--- src/rtl/eth_lb_pkg.sv ---
package eth_lb_pkg;

  typedef enum logic [2:0] {
    LB_NORMAL     = 3'd0,
    LB_INT_DIRECT = 3'd1,
    LB_INT_CODEC  = 3'd2,
    LB_EXT_TRUE   = 3'd3,
    LB_EXT_VIRT   = 3'd4
  } lb_mode_e;

  typedef struct packed {
    logic net_tx;       // beats may leave on the line
    logic rx_gate;      // line inputs are observed
    logic rx_from_line; // receive FIFO is fed from the line
    logic tx_to_rx;     // receive FIFO is fed from transmit directly
    logic via_codec;    // receive FIFO is fed from the codec stage
    logic coll_en;      // collision detection live
    logic link_pass;    // link monitor forced to pass
    logic lcar_ok;      // loss of carrier may be reported
    logic loop_on;      // any loopback mode
    logic internal;     // internal loop (either variant)
  } lb_qual_t;

  function automatic lb_mode_e lb_decode(input logic loop_en, input logic int_loop,
                                         input logic bypass, input logic ext_loop);
    if (!loop_en)      return LB_NORMAL;
    else if (int_loop) return bypass ? LB_INT_DIRECT : LB_INT_CODEC;
    else               return ext_loop ? LB_EXT_TRUE : LB_EXT_VIRT;
  endfunction

  function automatic lb_qual_t lb_qualify(input lb_mode_e m);
    lb_qual_t q;
    q = '0;
    q.loop_on      = (m != LB_NORMAL);
    q.internal     = (m == LB_INT_DIRECT) || (m == LB_INT_CODEC);
    q.net_tx       = !q.internal;
    q.rx_gate      = !q.internal;
    q.rx_from_line = (m == LB_NORMAL) || (m == LB_EXT_TRUE);
    q.tx_to_rx     = (m == LB_INT_DIRECT) || (m == LB_EXT_VIRT);
    q.via_codec    = (m == LB_INT_CODEC);
    q.coll_en      = (m == LB_NORMAL) || (m == LB_EXT_VIRT);
    q.link_pass    = (m == LB_EXT_TRUE);
    q.lcar_ok      = (m == LB_NORMAL) || (m == LB_EXT_VIRT);
    return q;
  endfunction

endpackage

--- src/rtl/eth_lb_mode_sel.sv ---
module eth_lb_mode_sel
  import eth_lb_pkg::*;
(
  input  logic clk,
  input  logic rst,
  input  logic cfg_loop_en,
  input  logic cfg_int_loop,
  input  logic cfg_codec_bypass,
  input  logic cfg_ext_loop,
  input  logic cfg_force_coll,
  input  logic cfg_runt_accept,
  input  logic carrier_lost_in,
  input  logic txf_valid,
  input  logic txf_last,
  input  logic line_rx_valid,
  input  logic line_rx_last,
  input  logic codec_busy,
  output logic net_tx,
  output logic rx_gate,
  output logic rx_from_line,
  output logic tx_to_rx,
  output logic via_codec,
  output logic coll_en,
  output logic link_pass,
  output logic force_coll,
  output logic lcar_out,
  output logic runt_accept_eff
);

  lb_qual_t qual;
  lb_qual_t dec_q;
  logic     tx_busy;
  logic     rx_busy;
  logic     line_take;
  logic     idle;

  assign dec_q     = lb_qualify(lb_decode(cfg_loop_en, cfg_int_loop, cfg_codec_bypass, cfg_ext_loop));
  assign line_take = line_rx_valid && qual.rx_from_line;
  // a new configuration is only taken while no beat is on any active path
  assign idle      = !tx_busy && !rx_busy && !txf_valid && !line_take && !codec_busy;

  always_ff @(posedge clk) begin
    if (rst) begin
      tx_busy         <= 1'b0;
      rx_busy         <= 1'b0;
      qual            <= lb_qualify(LB_NORMAL);
      force_coll      <= 1'b0;
      lcar_out        <= 1'b0;
      runt_accept_eff <= 1'b0;
    end else begin
      if (txf_valid) tx_busy <= !txf_last;
      if (line_take) rx_busy <= !line_rx_last;
      if (idle) begin
        qual       <= dec_q;
        force_coll <= cfg_force_coll && dec_q.internal;
      end
      lcar_out        <= carrier_lost_in && qual.lcar_ok;
      runt_accept_eff <= cfg_runt_accept || qual.loop_on;
    end
  end

  assign net_tx       = qual.net_tx;
  assign rx_gate      = qual.rx_gate;
  assign rx_from_line = qual.rx_from_line;
  assign tx_to_rx     = qual.tx_to_rx;
  assign via_codec    = qual.via_codec;
  assign coll_en      = qual.coll_en;
  assign link_pass    = qual.link_pass;

  p_mode_hold_r9: assert property (@(posedge clk) disable iff (rst)
    tx_busy |=> $stable(qual));

  p_lcar_mask_r6: assert property (@(posedge clk) disable iff (rst)
    $past(qual.link_pass || qual.internal) |-> !lcar_out);

  p_runt_force_r7: assert property (@(posedge clk) disable iff (rst)
    $past(qual.loop_on) |-> runt_accept_eff);

  p_fcoll_int_r8: assert property (@(posedge clk) disable iff (rst)
    force_coll |-> qual.internal);

endmodule

--- src/rtl/eth_lb_codec_stub.sv ---
module eth_lb_codec_stub #(
  parameter int DATA_W = 8,
  parameter int STAGES = 2
) (
  input  logic              clk,
  input  logic              rst,
  input  logic              in_valid,
  input  logic [DATA_W-1:0] in_data,
  input  logic              in_last,
  output logic              out_valid,
  output logic [DATA_W-1:0] out_data,
  output logic              out_last,
  output logic              busy
);

  logic [STAGES-1:0] stg_v;
  logic [STAGES-1:0] stg_l;
  logic [DATA_W-1:0] stg_d [STAGES];

  for (genvar s = 0; s < STAGES; s++) begin : g_stage
    if (s == 0) begin : g_head
      always_ff @(posedge clk) begin
        if (rst) stg_v[0] <= 1'b0;
        else     stg_v[0] <= in_valid;
      end
      always_ff @(posedge clk) begin
        stg_d[0] <= in_data;
        stg_l[0] <= in_last;
      end
    end else begin : g_body
      always_ff @(posedge clk) begin
        if (rst) stg_v[s] <= 1'b0;
        else     stg_v[s] <= stg_v[s-1];
      end
      always_ff @(posedge clk) begin
        stg_d[s] <= stg_d[s-1];
        stg_l[s] <= stg_l[s-1];
      end
    end
  end

  assign out_valid = stg_v[STAGES-1];
  assign out_data  = stg_d[STAGES-1];
  assign out_last  = stg_l[STAGES-1];
  assign busy      = |stg_v;

  p_codec_busy_r2: assert property (@(posedge clk) disable iff (rst)
    in_valid |=> busy);

endmodule

--- src/rtl/eth_lb_route.sv ---
module eth_lb_route #(
  parameter int DATA_W = 8
) (
  input  logic              clk,
  input  logic              rst,
  input  logic              net_tx,
  input  logic              rx_from_line,
  input  logic              tx_to_rx,
  input  logic              via_codec,
  input  logic              txf_valid,
  input  logic [DATA_W-1:0] txf_data,
  input  logic              txf_last,
  input  logic              line_rx_valid,
  input  logic [DATA_W-1:0] line_rx_data,
  input  logic              line_rx_last,
  input  logic              cod_valid,
  input  logic [DATA_W-1:0] cod_data,
  input  logic              cod_last,
  output logic              line_tx_valid,
  output logic [DATA_W-1:0] line_tx_data,
  output logic              line_tx_last,
  output logic              rxf_valid,
  output logic [DATA_W-1:0] rxf_data,
  output logic              rxf_last
);

  logic              sel_valid;
  logic [DATA_W-1:0] sel_data;
  logic              sel_last;

  always_comb begin
    if (via_codec) begin
      sel_valid = cod_valid;
      sel_data  = cod_data;
      sel_last  = cod_last;
    end else if (tx_to_rx) begin
      sel_valid = txf_valid;
      sel_data  = txf_data;
      sel_last  = txf_last;
    end else begin
      sel_valid = line_rx_valid && rx_from_line;
      sel_data  = line_rx_data;
      sel_last  = line_rx_last;
    end
  end

  always_ff @(posedge clk) begin
    if (rst) begin
      line_tx_valid <= 1'b0;
      rxf_valid     <= 1'b0;
    end else begin
      line_tx_valid <= txf_valid && net_tx;
      rxf_valid     <= sel_valid;
    end
  end

  always_ff @(posedge clk) begin
    line_tx_data <= txf_data;
    line_tx_last <= txf_last;
    rxf_data     <= sel_data;
    rxf_last     <= sel_last;
  end

endmodule

--- src/rtl/eth_loopback_ctrl.sv ---
module eth_loopback_ctrl #(
  parameter int DATA_W       = 8,
  parameter int CODEC_STAGES = 2
) (
  input  logic              clk,
  input  logic              rst,
  input  logic              cfg_loop_en,
  input  logic              cfg_int_loop,
  input  logic              cfg_codec_bypass,
  input  logic              cfg_ext_loop,
  input  logic              cfg_force_coll,
  input  logic              cfg_runt_accept,
  input  logic              carrier_lost_in,
  input  logic              txf_valid,
  input  logic [DATA_W-1:0] txf_data,
  input  logic              txf_last,
  input  logic              line_rx_valid,
  input  logic [DATA_W-1:0] line_rx_data,
  input  logic              line_rx_last,
  output logic              line_tx_valid,
  output logic [DATA_W-1:0] line_tx_data,
  output logic              line_tx_last,
  output logic              rxf_valid,
  output logic [DATA_W-1:0] rxf_data,
  output logic              rxf_last,
  output logic              net_tx_en,
  output logic              rx_line_gate,
  output logic              coll_det_en,
  output logic              link_force_pass,
  output logic              lcar_out,
  output logic              runt_accept_eff,
  output logic              force_coll
);

  logic              rx_from_line;
  logic              tx_to_rx;
  logic              via_codec;
  logic              codec_busy;
  logic              cod_valid;
  logic [DATA_W-1:0] cod_data;
  logic              cod_last;

  eth_lb_mode_sel u_mode (
    .clk              (clk),
    .rst              (rst),
    .cfg_loop_en      (cfg_loop_en),
    .cfg_int_loop     (cfg_int_loop),
    .cfg_codec_bypass (cfg_codec_bypass),
    .cfg_ext_loop     (cfg_ext_loop),
    .cfg_force_coll   (cfg_force_coll),
    .cfg_runt_accept  (cfg_runt_accept),
    .carrier_lost_in  (carrier_lost_in),
    .txf_valid        (txf_valid),
    .txf_last         (txf_last),
    .line_rx_valid    (line_rx_valid),
    .line_rx_last     (line_rx_last),
    .codec_busy       (codec_busy),
    .net_tx           (net_tx_en),
    .rx_gate          (rx_line_gate),
    .rx_from_line     (rx_from_line),
    .tx_to_rx         (tx_to_rx),
    .via_codec        (via_codec),
    .coll_en          (coll_det_en),
    .link_pass        (link_force_pass),
    .force_coll       (force_coll),
    .lcar_out         (lcar_out),
    .runt_accept_eff  (runt_accept_eff)
  );

  eth_lb_codec_stub #(.DATA_W(DATA_W), .STAGES(CODEC_STAGES)) u_codec (
    .clk       (clk),
    .rst       (rst),
    .in_valid  (txf_valid && via_codec),
    .in_data   (txf_data),
    .in_last   (txf_last),
    .out_valid (cod_valid),
    .out_data  (cod_data),
    .out_last  (cod_last),
    .busy      (codec_busy)
  );

  eth_lb_route #(.DATA_W(DATA_W)) u_route (
    .clk           (clk),
    .rst           (rst),
    .net_tx        (net_tx_en),
    .rx_from_line  (rx_from_line),
    .tx_to_rx      (tx_to_rx),
    .via_codec     (via_codec),
    .txf_valid     (txf_valid),
    .txf_data      (txf_data),
    .txf_last      (txf_last),
    .line_rx_valid (line_rx_valid),
    .line_rx_data  (line_rx_data),
    .line_rx_last  (line_rx_last),
    .cod_valid     (cod_valid),
    .cod_data      (cod_data),
    .cod_last      (cod_last),
    .line_tx_valid (line_tx_valid),
    .line_tx_data  (line_tx_data),
    .line_tx_last  (line_tx_last),
    .rxf_valid     (rxf_valid),
    .rxf_data      (rxf_data),
    .rxf_last      (rxf_last)
  );

  p_no_line_tx_int_r3: assert property (@(posedge clk) disable iff (rst)
    line_tx_valid |-> net_tx_en);

endmodule

--- config.mk ---
export PLATFORM = sky130hd
export DESIGN_NAME = eth_loopback_ctrl
export DESIGN_NICKNAME = d
export VERILOG_FILES = /design/src/rtl/eth_lb_pkg.sv /design/src/rtl/eth_lb_mode_sel.sv /design/src/rtl/eth_lb_codec_stub.sv /design/src/rtl/eth_lb_route.sv /design/src/rtl/eth_loopback_ctrl.sv
export SDC_FILE = /design/constraint.sdc
export NUM_CORES = 1
export LEC_CHECK = 0
export ABC_AREA = 1
export BUFFER_PORTS_ARGS = -buffer_cell sky130_fd_sc_hd__buf_2
export CAP_MARGIN = 25
export CORE_MARGIN = 4
export CORE_UTILIZATION = 46
export DETAILED_ROUTE_END_ITERATION = 7
export GPL_TIMING_DRIVEN = 0
export PLACE_DENSITY_LB_ADDON = 0.2
export RECOVER_POWER = 25
export SLEW_MARGIN = 40
export SYNTH_ARGS = -nofsm -noshare
export SYNTH_HDL_FRONTEND = slang
export SYNTH_SLANG_ARGS = --single-unit
--- constraint.sdc ---
create_clock -name clk -period 1.3 [get_ports clk]
set_input_delay 0.26 -clock clk [delete_from_list [all_inputs] [get_ports clk]]
set_output_delay 0.26 -clock clk [all_outputs]
set_load 0.03 [all_outputs]
==> metrics.md <==
| Metric | Value |
|---|---|
| Critical Path Sink Type | primary output |
| Synth area leader | dfxtp_1 |
| Area growth, synth to finish | 29.9% |
| Max Slew Vio Count | 0 |
| Proportion of synthesized area in mux cells | 0% |
| Clk root buf | clkbuf_4 |
| First-pass GRT wire length | 4950 um |
| Most flop-heavy register | u_codec.stg_d |
| Tmin final | 1.22 ns |
| Switching Share | 25.7% |
| Vias post-DR | 1,165 |
| Share of layout cells above drive strength 1 | 34.6% |
| Placement Rows | 19 |
| Avg WL per Cell | 12.4 um |
| PD cells | 1470 nW/um^2 |
| Sequential power share | 55.3% |
| GR peak layer | met2 |
| Post-synthesis adder-cell area fraction | 0% |
| Synthesized area | 1350 um^2 |
| DIE WIDTH | 62.2 um |
| Final Hold Vio Count | 0 |
| Worst hold path type | primary input to flip-flop |
| Yosys warning count | 0 |
| F_max | 0.817 GHz |
| Synth Net Count | 173 |
| Core area | 2780 um^2 |
| Sequential fraction of the synthesis area | 63.8% |
| DR DRC count | 0 |
| Clock transition at path regs | 0.11 ns |
| DP HPWL | 2150 um |
| Final #Nets | 237 |
| Diode count | 0 |
| Compound-Gate Fraction of Synth Area | 14.0% |
| Hold_ws | 0.0278 ns |
| Largest family of logic cells by synthesized area | simple AND/OR/NAND/NOR gates |
| Top-area cell type share of the netlist area | 63.8% |
| Critical path depth in cells | 2 |
| Starting DRT DRC Count | 66 |
| Setup crit start kind | flip-flop |
| Final Setup Violations | 0 |
| Clk Latency, worst-skew pair | 0.34 ns |
| Status | finished, final reports clean |
| Number of cells on the worst reg-to-reg path | 6 |
| Worst-case clock buffer depth | 2 |
| Clock Skews | 0.00496 ns |
| Met2 Usage GRT | 26.3% |
| Multi-input logic area | 420 um^2 |
| CP max FO | 3 |
| Top post-synthesis cells by area | dfxtp_1 64%, a21oi_1 8.2%, nand2_1 6.4% |
| Post-place setup slack | 0.168 ns |
| Largest regs | u_codec.stg_d (16), u_route.rxf_data (8) |
| Final WL | 2970 um |
| Global route total overflow | 0 |
| Max FFs per register | 16 |
| Largest stage delay, worst path | 0.35 ns |
| Gate power share | 14.1% |
| Clock Sinks | 43 |
| CTS tree | yes |
| Net switching power | 0.663 mW |
| Routing usage on met1 | 17.1% |
| Cell variety after synth | 23 |
| Post-synthesis simple-gate area fraction | 17.2% |
| Antenna-violating nets left | 0 |
| Vias in the first global route | 1,140 |
| Placer congestion estimate | 0.789 |
| Synth Instances | 144 |
| H-Tree Depth | 2 |
| Flops & latches, synth | 43 |
| CP Cell Sequence | buf_4 -> buf_2 |
| Post-route setup slack | 0.0761 ns |
| Crit path DAT | 0.96 ns |
| Static Leak | 0.859 nW |
| Final setup TNS | 0 ns |
| Maximum VDD drop | 1.17 mV |
| FF+latch area | 862 um^2 |
| Avg Vias per Cell | 4.87 |
| Clk pwr share | 30.6% |
| Total GRT Usage | 15.9% |
| WHS Path Cells | 1 |
| WP data required | 1.04 ns |
| DIE AREA | 3860 um^2 |
| Worst path slowest cell | dfxtp_2 |
| Synth Area in XOR/XNOR | 0% |
| Initial Util | 48.5% |
| Int Power | 1.92 mW |
| Worst slew pin tran | 0.466 ns |
| CTS Buf Count | 5 |
| Max_cap viols | 0 |
| Pin count of the biggest net entering global routing | 13 |
| Syn Area/Cell | 9.37 um^2 |
| Initial antenna violation count | 0 |
| GRT met3 Usage | 7.39% |
| Period Utilization, post-route | 94.1% |
| PortBufs | 55 |
| Die height | 62.2 um |
| Unrepaired setup endpoints after global routing | no |
| Worst Path Buf+Inv | 2 |
| Critical path class | flip-flop to primary output |
| I/O pin cnt | 56 |
| CP delay by family, top | flip-flops |
| Pre-antenna DRT Iters | 4 |
| FILL cells | 260 |
| Rel. slew slack | 69.0% |
-- timing repair --
| action | in CTS | in global routing |
|---|---|---|
| endpoints found under the hold margin | 0 | 2 |
| setup buffers | 0 | 0 |
| resized for setup | 0 | 1 |
| setup endpoints to repair | 0 | 1 |
| hold buffers | 0 | 2 |
-- routing by layer --
metal  part of all wire [%]  wire length [um]
met5                      0                 0
met4                   0.94                28
met1                     42              1250
met3                    7.3               218
met2                     50              1470
-- final cells by class --
| type | count | share of cell area (%) |
|---|---|---|
| plain buffers | 5 | 1.50 |
| clock buffers | 6 | 2.36 |
| clock inverters | 1 | 1.71 |
| inverters | 11 | 2.36 |
| multi-input cells | 85 | 24.0 |
| flip-flops and latches | 43 | 49.2 |
| well taps | 31 | 2.21 |
| repair buffers | 57 | 16.6 |
-- final timing paths --
check | endpoint | slack, ns | from
max | rx_line_gate | 0.08 | u_mode.net_tx$_SDFFE_PP1P_
max reg2reg | u_mode.qual[1]$_SDFFE_PP0P_ | 0.21 | u_mode.rx_from_line$_SDFFE_PP1P_
min | u_codec.stg_d[0][0]$_DFF_P_ | 0.03 | txf_data[0]
min reg2reg | u_codec.stg_d[0][8]$_DFF_P_ | 0.36 | u_codec.stg_d[0][0]$_DFF_P_
-- cells in the mapped netlist --
master,instances
dfxtp_1,43
nand2_1,23
a21oi_1,22
nor2_1,17
inv_1,9
o21ai_0,6
buf_2,3
nand2_2,3
nand3_1,3
a21oi_2,2
a211oi_1,1
a311oi_1,1
buf_4,1
clkbuf_1,1
clkinv_1,1
inv_2,1
nand3_2,1
nand4_1,1
nor2_2,1
nor2_8,1
nor3_1,1
o2111ai_1,1
o22ai_1,1
-- kinds of logic (layout without fill, tap and decap cells) --
| group | count (synthesis) | count (layout) |
|---|---|---|
| flip-flops | 43 | 43 |
| buffers and inverters | 16 | 80 |
| AND/OR/NAND/NOR | 51 | 51 |
| AO/OA/AOI/OAI | 34 | 34 |
-- cells in the final DEF (no fill, tap or decap) --
cell / n
a211oi_1: 1
a21oi_1: 22
a21oi_2: 2
a311oi_1: 1
buf_2: 55
buf_4: 1
bufinv_16: 1
clkbuf_1: 5
clkbuf_4: 5
clkinv_1: 1
dfxtp_1: 42
dfxtp_2: 1
dlygate4sd3_1: 2
inv_1: 9
inv_2: 1
nand2_1: 23
nand2_2: 3
nand3_1: 3
nand3_2: 1
nand4_1: 1
nor2_1: 17
nor2_2: 1
nor2_8: 1
nor3_1: 1
o2111ai_1: 1
o21ai_0: 6
o22ai_1: 1
-- power groups by stage --
| stage | combinational [mW] | sequential (mW) | clock, mW |
|---|---|---|---|
| final | 0.365 | 1.43 | 0.788 |
| after global routing | 0.397 | 1.44 | 0.869 |
| after CTS | 0.364 | 1.43 | 0.808 |
| after detailed placement | 0.363 | 1.46 | 0 |
| after global placement | 0.356 | 1.45 | 0 |
| after floorplan | 0.117 | 1.57 | 0 |
-- metrics by stage --
step,cell area (um^2),power [mW],util (%),cells
2_1_floorplan,1350,1.69,-,144
3_3_place_gp,1660,1.81,59.8,230
3_5_place_dp,1660,1.82,59.8,230
6_report,1750,2.58,63.0,239
5_1_grt,1750,2.70,63.0,239
4_1_cts,1730,2.60,62.3,237
Power figures use the tool's default switching activity.
